## config.mk

```make
export PLATFORM = sky130hd
export DESIGN_NAME = capt_timer_top
export DESIGN_NICKNAME = d
export VERILOG_FILES = /design/src/rtl/capt_pkg.sv /design/src/rtl/capt_clk_src.sv /design/src/rtl/capt_ctrl.sv /design/src/rtl/capt_datapath.sv /design/src/rtl/capt_timer_top.sv
export SDC_FILE = /design/constraint.sdc
export NUM_CORES = 1
export LEC_CHECK = 0
export ABC_AREA = 1
export BUFFER_PORTS_ARGS = -buffer_cell sky130_fd_sc_hd__buf_4
export CAP_MARGIN = 0
export CORE_UTILIZATION = 30
export DETAILED_ROUTE_END_ITERATION = 8
export PLACE_DENSITY = 0.49
export SYNTH_ARGS = -nofsm -noshare
export SYNTH_HDL_FRONTEND = slang
export SYNTH_SLANG_ARGS = --single-unit
```

## constraint.sdc

```tcl
create_clock -name clk -period 4.3 [get_ports clk]
set_input_delay 0.86 -clock clk [delete_from_list [all_inputs] [get_ports clk]]
set_output_delay 0.86 -clock clk [all_outputs]
set_load 0.02 [all_outputs]
```

## src/rtl/capt_pkg.sv

```systemverilog
package capt_pkg;

  localparam int CNT_W  = 16;
  localparam int N_INT  = 5;
  localparam int N_EXT  = 3;
  localparam int SEL_W  = 3;
  localparam int GATE_W = 2;

  typedef enum logic [1:0] {
    EDGE_NONE = 2'd0,
    EDGE_RISE = 2'd1,
    EDGE_FALL = 2'd2,
    EDGE_BOTH = 2'd3
  } edge_mode_e;

  // bit 13 down to bit 0
  typedef struct packed {
    logic              waveSel;
    logic              rcTrigEn;
    edge_mode_e        edgeB;
    edge_mode_e        edgeA;
    logic              disOnB;
    logic              stopOnB;
    logic [GATE_W-1:0] gateSel;
    logic              clkInv;
    logic [SEL_W-1:0]  clkSel;
  } capt_mode_t;

  localparam int MODE_W = $bits(capt_mode_t);

  // strobes from control to datapath
  typedef struct packed {
    logic cntInc;
    logic cntClear;
    logic loadA;
    logic loadB;
  } capt_strobe_t;

endpackage

```

## src/rtl/capt_clk_src.sv

```systemverilog
module capt_clk_src
  import capt_pkg::*;
#(
  parameter int NI = N_INT,
  parameter int NE = N_EXT
) (
  input  logic              clk,
  input  logic              rstN,
  input  logic [NI-1:0]     intClk,
  input  logic [NE-1:0]     extClk,
  input  logic [SEL_W-1:0]  clkSel,
  input  logic              clkInv,
  input  logic [GATE_W-1:0] gateSel,
  output logic              srcEdge
);

  localparam int N_SRC = NI + NE;

  logic [N_SRC-1:0] srcVec;
  logic [NE:0]      gateVec;
  logic             selLvl;
  logic             gateLvl;
  logic             gatedLvl;
  logic             gatedPrev;

  assign srcVec  = {extClk, intClk};
  assign gateVec = {extClk, 1'b1};

  always_comb begin
    selLvl = 1'b0;
    for (int i = 0; i < N_SRC; i++) begin
      if (clkSel == SEL_W'(i)) selLvl = srcVec[i];
    end
  end

  always_comb begin
    gateLvl = 1'b0;
    for (int i = 0; i <= NE; i++) begin
      if (gateSel == GATE_W'(i)) gateLvl = gateVec[i];
    end
  end

  assign gatedLvl = selLvl & gateLvl;

  always_ff @(posedge clk) begin
    if (!rstN) gatedPrev <= 1'b0;
    else       gatedPrev <= gatedLvl;
  end

  assign srcEdge = clkInv ? (gatedPrev & ~gatedLvl) : (~gatedPrev & gatedLvl);

  // a closed gate yields no advance edge, whatever the source does
  p_gate_closed_r3: assert property (@(posedge clk) disable iff (!rstN)
    (!gateLvl && !gatedPrev) |-> !srcEdge);

endmodule

```

## src/rtl/capt_ctrl.sv

```systemverilog
module capt_ctrl
  import capt_pkg::*;
(
  input  logic         clk,
  input  logic         rstN,
  input  logic         waveSel,
  input  logic         rcTrigEn,
  input  logic         stopOnB,
  input  logic         disOnB,
  input  edge_mode_e   edgeA,
  input  edge_mode_e   edgeB,
  input  logic         srcEdge,
  input  logic         capIn,
  input  logic         enStrobe,
  input  logic         disStrobe,
  input  logic         swTrig,
  input  logic         rcMatch,
  output capt_strobe_t st,
  output logic         running
);

  logic enabled;
  logic stopped;
  logic trigPend;
  logic armA;
  logic armB;
  logic capPrev;
  logic capRise;
  logic capFall;
  logic tick;
  logic rcHit;
  logic trigEvent;

  function automatic logic edgeHit(edge_mode_e m, logic r, logic f);
    case (m)
      EDGE_RISE: return r;
      EDGE_FALL: return f;
      EDGE_BOTH: return r | f;
      default:   return 1'b0;
    endcase
  endfunction

  assign capRise = capIn & ~capPrev;
  assign capFall = ~capIn & capPrev;

  assign running   = enabled & ~stopped & ~waveSel;
  assign tick      = srcEdge & running;
  assign rcHit     = rcTrigEn & rcMatch;
  assign trigEvent = swTrig | (tick & rcHit);

  always_comb begin
    st          = '0;
    st.cntClear = tick & (trigPend | rcHit);
    st.cntInc   = tick & ~(trigPend | rcHit);
    st.loadA    = ~waveSel & armA & edgeHit(edgeA, capRise, capFall);
    st.loadB    = ~waveSel & armB & edgeHit(edgeB, capRise, capFall);
  end

  always_ff @(posedge clk) begin
    if (!rstN) begin
      capPrev  <= 1'b0;
      enabled  <= 1'b0;
      stopped  <= 1'b0;
      trigPend <= 1'b0;
      armA     <= 1'b1;
      armB     <= 1'b0;
    end else begin
      capPrev <= capIn;

      if (disStrobe || (st.loadB && disOnB)) enabled <= 1'b0;
      else if (enStrobe)                     enabled <= 1'b1;

      if (st.loadB && stopOnB) stopped <= 1'b0 | 1'b1;
      else if (swTrig)         stopped <= 1'b0;

      if (swTrig)    trigPend <= 1'b1;
      else if (tick) trigPend <= 1'b0;

      if (trigEvent) begin
        armA <= 1'b1;
        armB <= 1'b0;
      end else if (st.loadA) begin
        armA <= 1'b0;
        armB <= 1'b1;
      end else if (st.loadB) begin
        armA <= 1'b1;
        armB <= 1'b0;
      end
    end
  end

  p_one_slot_r9: assert property (@(posedge clk) disable iff (!rstN)
    !(st.loadA && st.loadB));

  p_stop_on_b_r10: assert property (@(posedge clk) disable iff (!rstN)
    (st.loadB && stopOnB && !waveSel) |=> !running);

  p_off_on_b_r11: assert property (@(posedge clk) disable iff (!rstN)
    (st.loadB && disOnB) |=> !enabled);

  p_wave_idle_r13: assert property (@(posedge clk) disable iff (!rstN)
    waveSel |-> !(st.cntInc || st.cntClear || st.loadA || st.loadB));

endmodule

```

## src/rtl/capt_datapath.sv

```systemverilog
module capt_datapath
  import capt_pkg::*;
#(
  parameter int W = CNT_W
) (
  input  logic         clk,
  input  logic         rstN,
  input  capt_strobe_t st,
  input  logic [W-1:0] rcValue,
  input  logic         rdA,
  input  logic         rdB,
  input  logic         statusRd,
  output logic [W-1:0] count,
  output logic [W-1:0] capA,
  output logic [W-1:0] capB,
  output logic         capAValid,
  output logic         capBValid,
  output logic         ovflFlag,
  output logic         lovrFlag,
  output logic         rcMatch
);

  localparam int          N_SLOT  = 2;
  localparam logic [W-1:0] CNT_MAX = {W{1'b1}};

  logic [N_SLOT-1:0] loadVec;
  logic [N_SLOT-1:0] rdVec;
  logic [N_SLOT-1:0] ovrVec;
  logic              wrapEvt;

  assign loadVec = {st.loadB, st.loadA};
  assign rdVec   = {rdB, rdA};
  assign wrapEvt = st.cntInc && (count == CNT_MAX);
  assign rcMatch = (count == rcValue);

  always_ff @(posedge clk) begin
    if (!rstN)            count <= '0;
    else if (st.cntClear) count <= '0;
    else if (st.cntInc)   count <= count + W'(1);
  end

  for (genvar g = 0; g < N_SLOT; g++) begin : g_slot
    logic [W-1:0] capQ;
    logic         validQ;

    always_ff @(posedge clk) begin
      if (!rstN) begin
        capQ   <= '0;
        validQ <= 1'b0;
      end else if (loadVec[g]) begin
        capQ   <= count;
        validQ <= 1'b1;
      end else if (rdVec[g]) begin
        validQ <= 1'b0;
      end
    end

    assign ovrVec[g] = loadVec[g] & validQ & ~rdVec[g];
  end

  assign capA      = g_slot[0].capQ;
  assign capB      = g_slot[1].capQ;
  assign capAValid = g_slot[0].validQ;
  assign capBValid = g_slot[1].validQ;

  always_ff @(posedge clk) begin
    if (!rstN) begin
      ovflFlag <= 1'b0;
      lovrFlag <= 1'b0;
    end else begin
      if (wrapEvt)       ovflFlag <= 1'b1;
      else if (statusRd) ovflFlag <= 1'b0;
      if (|ovrVec)       lovrFlag <= 1'b1;
      else if (statusRd) lovrFlag <= 1'b0;
    end
  end

  p_clear_zero_r5: assert property (@(posedge clk) disable iff (!rstN)
    st.cntClear |=> (count == '0));

  p_wrap_flag_r7: assert property (@(posedge clk) disable iff (!rstN)
    (st.cntInc && count == CNT_MAX) |=> (count == '0 && ovflFlag));

  p_cap_value_r8: assert property (@(posedge clk) disable iff (!rstN)
    st.loadA |=> (capA == $past(count) && capAValid));

  p_overrun_r12: assert property (@(posedge clk) disable iff (!rstN)
    (st.loadA && capAValid && !rdA) |=> lovrFlag);

endmodule

```

## src/rtl/capt_timer_top.sv

```systemverilog
module capt_timer_top
  import capt_pkg::*;
(
  input  logic                 clk,
  input  logic                 rstN,
  input  logic [MODE_W-1:0]    modeWord,
  input  logic [CNT_W-1:0]     rcValue,
  input  logic [N_INT-1:0]     intClk,
  input  logic [N_EXT-1:0]     extClk,
  input  logic                 capIn,
  input  logic                 enStrobe,
  input  logic                 disStrobe,
  input  logic                 swTrig,
  input  logic                 rdA,
  input  logic                 rdB,
  input  logic                 statusRd,
  output logic [CNT_W-1:0]     count,
  output logic [CNT_W-1:0]     capA,
  output logic [CNT_W-1:0]     capB,
  output logic                 capAValid,
  output logic                 capBValid,
  output logic                 ovflFlag,
  output logic                 lovrFlag,
  output logic                 running
);

  capt_mode_t   modeS;
  capt_strobe_t strobes;
  logic         srcEdge;
  logic         rcMatch;

  assign modeS = modeWord;

  capt_clk_src #(.NI(N_INT), .NE(N_EXT)) clk_src_i (
    .clk     (clk),
    .rstN    (rstN),
    .intClk  (intClk),
    .extClk  (extClk),
    .clkSel  (modeS.clkSel),
    .clkInv  (modeS.clkInv),
    .gateSel (modeS.gateSel),
    .srcEdge (srcEdge)
  );

  capt_ctrl ctrl_i (
    .clk       (clk),
    .rstN      (rstN),
    .waveSel   (modeS.waveSel),
    .rcTrigEn  (modeS.rcTrigEn),
    .stopOnB   (modeS.stopOnB),
    .disOnB    (modeS.disOnB),
    .edgeA     (modeS.edgeA),
    .edgeB     (modeS.edgeB),
    .srcEdge   (srcEdge),
    .capIn     (capIn),
    .enStrobe  (enStrobe),
    .disStrobe (disStrobe),
    .swTrig    (swTrig),
    .rcMatch   (rcMatch),
    .st        (strobes),
    .running   (running)
  );

  capt_datapath #(.W(CNT_W)) dp_i (
    .clk       (clk),
    .rstN      (rstN),
    .st        (strobes),
    .rcValue   (rcValue),
    .rdA       (rdA),
    .rdB       (rdB),
    .statusRd  (statusRd),
    .count     (count),
    .capA      (capA),
    .capB      (capB),
    .capAValid (capAValid),
    .capBValid (capBValid),
    .ovflFlag  (ovflFlag),
    .lovrFlag  (lovrFlag),
    .rcMatch   (rcMatch)
  );

endmodule

```

==> results.md <==
- Worst Path Class, Setup: in2out
- Area Overhead vs Synth: 33.9%
- TNS Setup: 0 ns
- CTS sink count: 59
- Crit path cell chain: buf_4, inv_1, nand2_1, nor2_1, buf_4
- Via-to-Cell Ratio: 4.78
- Synth Cell Area: 3030 sq um
- Crit end category: primary output
- Worst reg2reg path startpoint: dp_i.count[3]
- DRT met1 WL: 4460 um
- CP required: 3.44 ns
- Synth warnings: 0
- Pleak: 1.84 nW
- Ys flop type: dfxtp_1
- GR Overflow Total: 0
- GRT Util Overall: 19.3%
- Die X-Extent: 103 um
- Max Clk Rate: 0.423 GHz
- Crit path max fanout: 3
- Crit. path cell count: 5
- Max cap viols: 0
- Number of routed nets with antenna violations: 0
- Detailed-route via count: 3217
- Setup slack, reg-to-reg: 2.23 ns
- Slew @ Worst Pin: 0.808 ns
- WL met3: 597 um
- Worst skew pair latency: 0.34 ns
- Slowest cell delay on critical path: 0.19 ns
- Number of buffer and inverter stages on the critical path: 3
- Clock slew at reported path FFs: 0.07 ns
- Hold_buf cts: 0
- Flop and latch count out of synthesis: 59
- Startpoint types: input pin
- Crit path top cell by count: buf_4
- Maximum vdd drop: 0.139 mV
- Layout Skew: 0.00583 ns
- Design area: 4060 sq um
- Metal2 WL: 4500 um
- Routed len/inst: 14.4 um
- Fin. max-slew vios: 0
- Status: finished clean
- Pre-antenna DRT Iters: 4
- Syn_nets: 491
- Final Hold Fails: 0
- Top post-synthesis cells by area: dfxtp_1 39%, nand2_1 12%, a21oi_1 8.6%, inv_1 6.4%, nand3_1 6.3%
- Avg Cell Area, Syn: 6.88 sq um
- Hold Path Origin: ctrl_i.trigPend
- Area of the core: 9770 sq um
- CTS tree: built
- Final setup vio count: 0
- Cell Pwr Density: 305 nW/um^2
- Starting Density: 31.0%
- CTS H-tree lvls: 3
- Initial antenna violation count: 0
- Most frequent cell after synthesis: nand2_1
- Final GP Congestion: 0.847
- Setup Fix Bufs, Post-CTS: 0
- Crit path arrival time: 1.50 ns
- Post-route insts no fill: 673
- Reg-to-Reg End: dp_i.count[14]
- Mapped Cells: 441
- EDFF count, synth: 0
- DRT iter0 DRCs: 137
- Slew HR: 46.1%
- Async S/R FF share, synth: 0%
- Worst Setup EP: running
- Post-layout minimum cycle time: 2.36 ns
- Most frequent cells after synthesis: 95 x nand2_1, 59 x dfxtp_1, 52 x a21oi_1, 52 x inv_1, 38 x nand3_1
- Top sig layer: met4
- Cts repair resizes: 0
- Die Ht: 103 um
- Share of cells above drive strength 1: 24.6%
- Slowest CP cell: nor2_1
- Std-Cell Rows: 36
- Seq/Total Area, Yosys: 38.9%
- Final worst-path cycle share: 54.9%
- Final hold slack: 0.467 ns
- Antenna diodes: 0
- First-pass GRT wire length: 15300 um
- Num ports: 100
- IO buf count: 99
- CTS buffer count: 9
- Clock Path Buffers: 2
- Clock root buffer: clkbuf_8
- Synth unique cells: 33
- Yosys top cell area share: 38.9%
- Pre-CTS setup slack: 1.69 ns
- Post-Route WL: 9680 um
- RSZ-0062 raised after global routing: no
- FF-to-FF path depth: 11
- Yosys top cell by area: dfxtp_1
- Final HPWL from detailed placement: 7240 um
- Worst hold-check path type: reg2reg
- Top delay family on crit path: buffers and inverters
- Placed Cells: 657
- Die outline area: 10500 sq um
- Pin count of the biggest net entering global routing: 38
- Worst-case setup margin in the final layout: 1.94 ns
- # fillers: 1044
- Dpl cell area: 3860 sq um
- Final #Nets: 585
- Detailed-route DRC error count: 0
- Crit. Startpoint: modeWord[13]
- Vias in the first global route: 3085
-- layer usage --
layer  vias up  GRT usage (%)
li1       1627              -
met3        11           4.00
met4         0           6.92
met2        97           30.8
met5         -              0
met1      1482           25.6
-- logic make-up after synthesis --
| kind of cell | Yosys count | share of synthesized area (%) |
|---|---|---|
| simple gates | 193 | 28.3 |
| compound gates | 95 | 16.8 |
| buf+inv | 75 | 10.1 |
| flops | 59 | 38.9 |
| xor+xnor | 16 | 4.62 |
| fa+ha+maj | 3 | 1.24 |
-- layout make-up --
class                      instances  area, sq um  share of cell area [%]
inverter                          59          224                    5.51
sequential                        59         1180                    29.1
timing repair buffer              99          743                    18.3
tap                              133          166                    4.10
multi-input combinational        307         1550                    38.0
clock inverter                     6         63.8                    1.57
clock buffer                      10          138                    3.39
-- power by group --
group          switching [mW]  leakage (nW)  internal, mW
registers             0.00794         0.478         0.560
logic                  0.0820          1.27        0.0645
clock network           0.240        0.0987         0.283
total                   0.330          1.84         0.908
-- per-stage QoR --
step           power, mW  utilization, %
3_3_place_gp       0.726            39.5
2_1_floorplan      0.659               -
5_1_grt             1.30            41.6
4_1_cts             1.26            41.6
3_5_place_dp       0.728            39.5
6_report            1.24            41.6
-- tightest hold or removal path: stages (launching register included) --
cell	delay, ns
dfxtp_1	0.31
nand2_1	0.06
a21oi_1	0.05
-- worst min path at each step --
stage	to	slack, ns	depth (start not counted)
floorplan	ctrl_i.trigPend	0.44	2
global placement	ctrl_i.stopped	0.45	2
detailed placement	ctrl_i.trigPend	0.46	2
CTS	dp_i.capB[14]	0.47	2
global route	dp_i.capB[14]	0.48	2
finish	ctrl_i.trigPend	0.47	2
-- state kept, by name, summed over array words and instances (netlist names) --
register / count
dp_i.lovrFlag: 1
dp_i.ovflFlag: 1
dp_i.capAValid: 1
ctrl_i.trigPend: 1
dp_i.count: 16
ctrl_i.capPrev: 1
dp_i.capA: 16
ctrl_i.armA: 1
ctrl_i.stopped: 1
dp_i.capBValid: 1
ctrl_i.enabled: 1
ctrl_i.armB: 1
clk_src_i.gatedPrev: 1
dp_i.capB: 16
-- placed cells by master, fill, tap and decap left out, drive strengths merged --
cell type / Yosys / final
dfxtp: 59 / 59
bufinv: 0 / 1
inv: 59 / 60
nor3: 10 / 10
or2: 2 / 2
nor3b: 1 / 1
a21oi: 56 / 56
xor2: 13 / 13
xnor2: 3 / 3
a211oi: 1 / 1
o22ai: 1 / 1
o21ai: 35 / 35
nand3b: 2 / 2
clkinv: 0 / 2
buf: 7 / 99
ha: 3 / 3
nand3: 39 / 39
clkbuf: 9 / 10
nor2: 30 / 30
nor4: 2 / 2
nand4: 9 / 9
nand2: 98 / 98
clkinvlp: 0 / 2
o21bai: 2 / 2
Note: power is estimated with default switching activity, not from simulation.
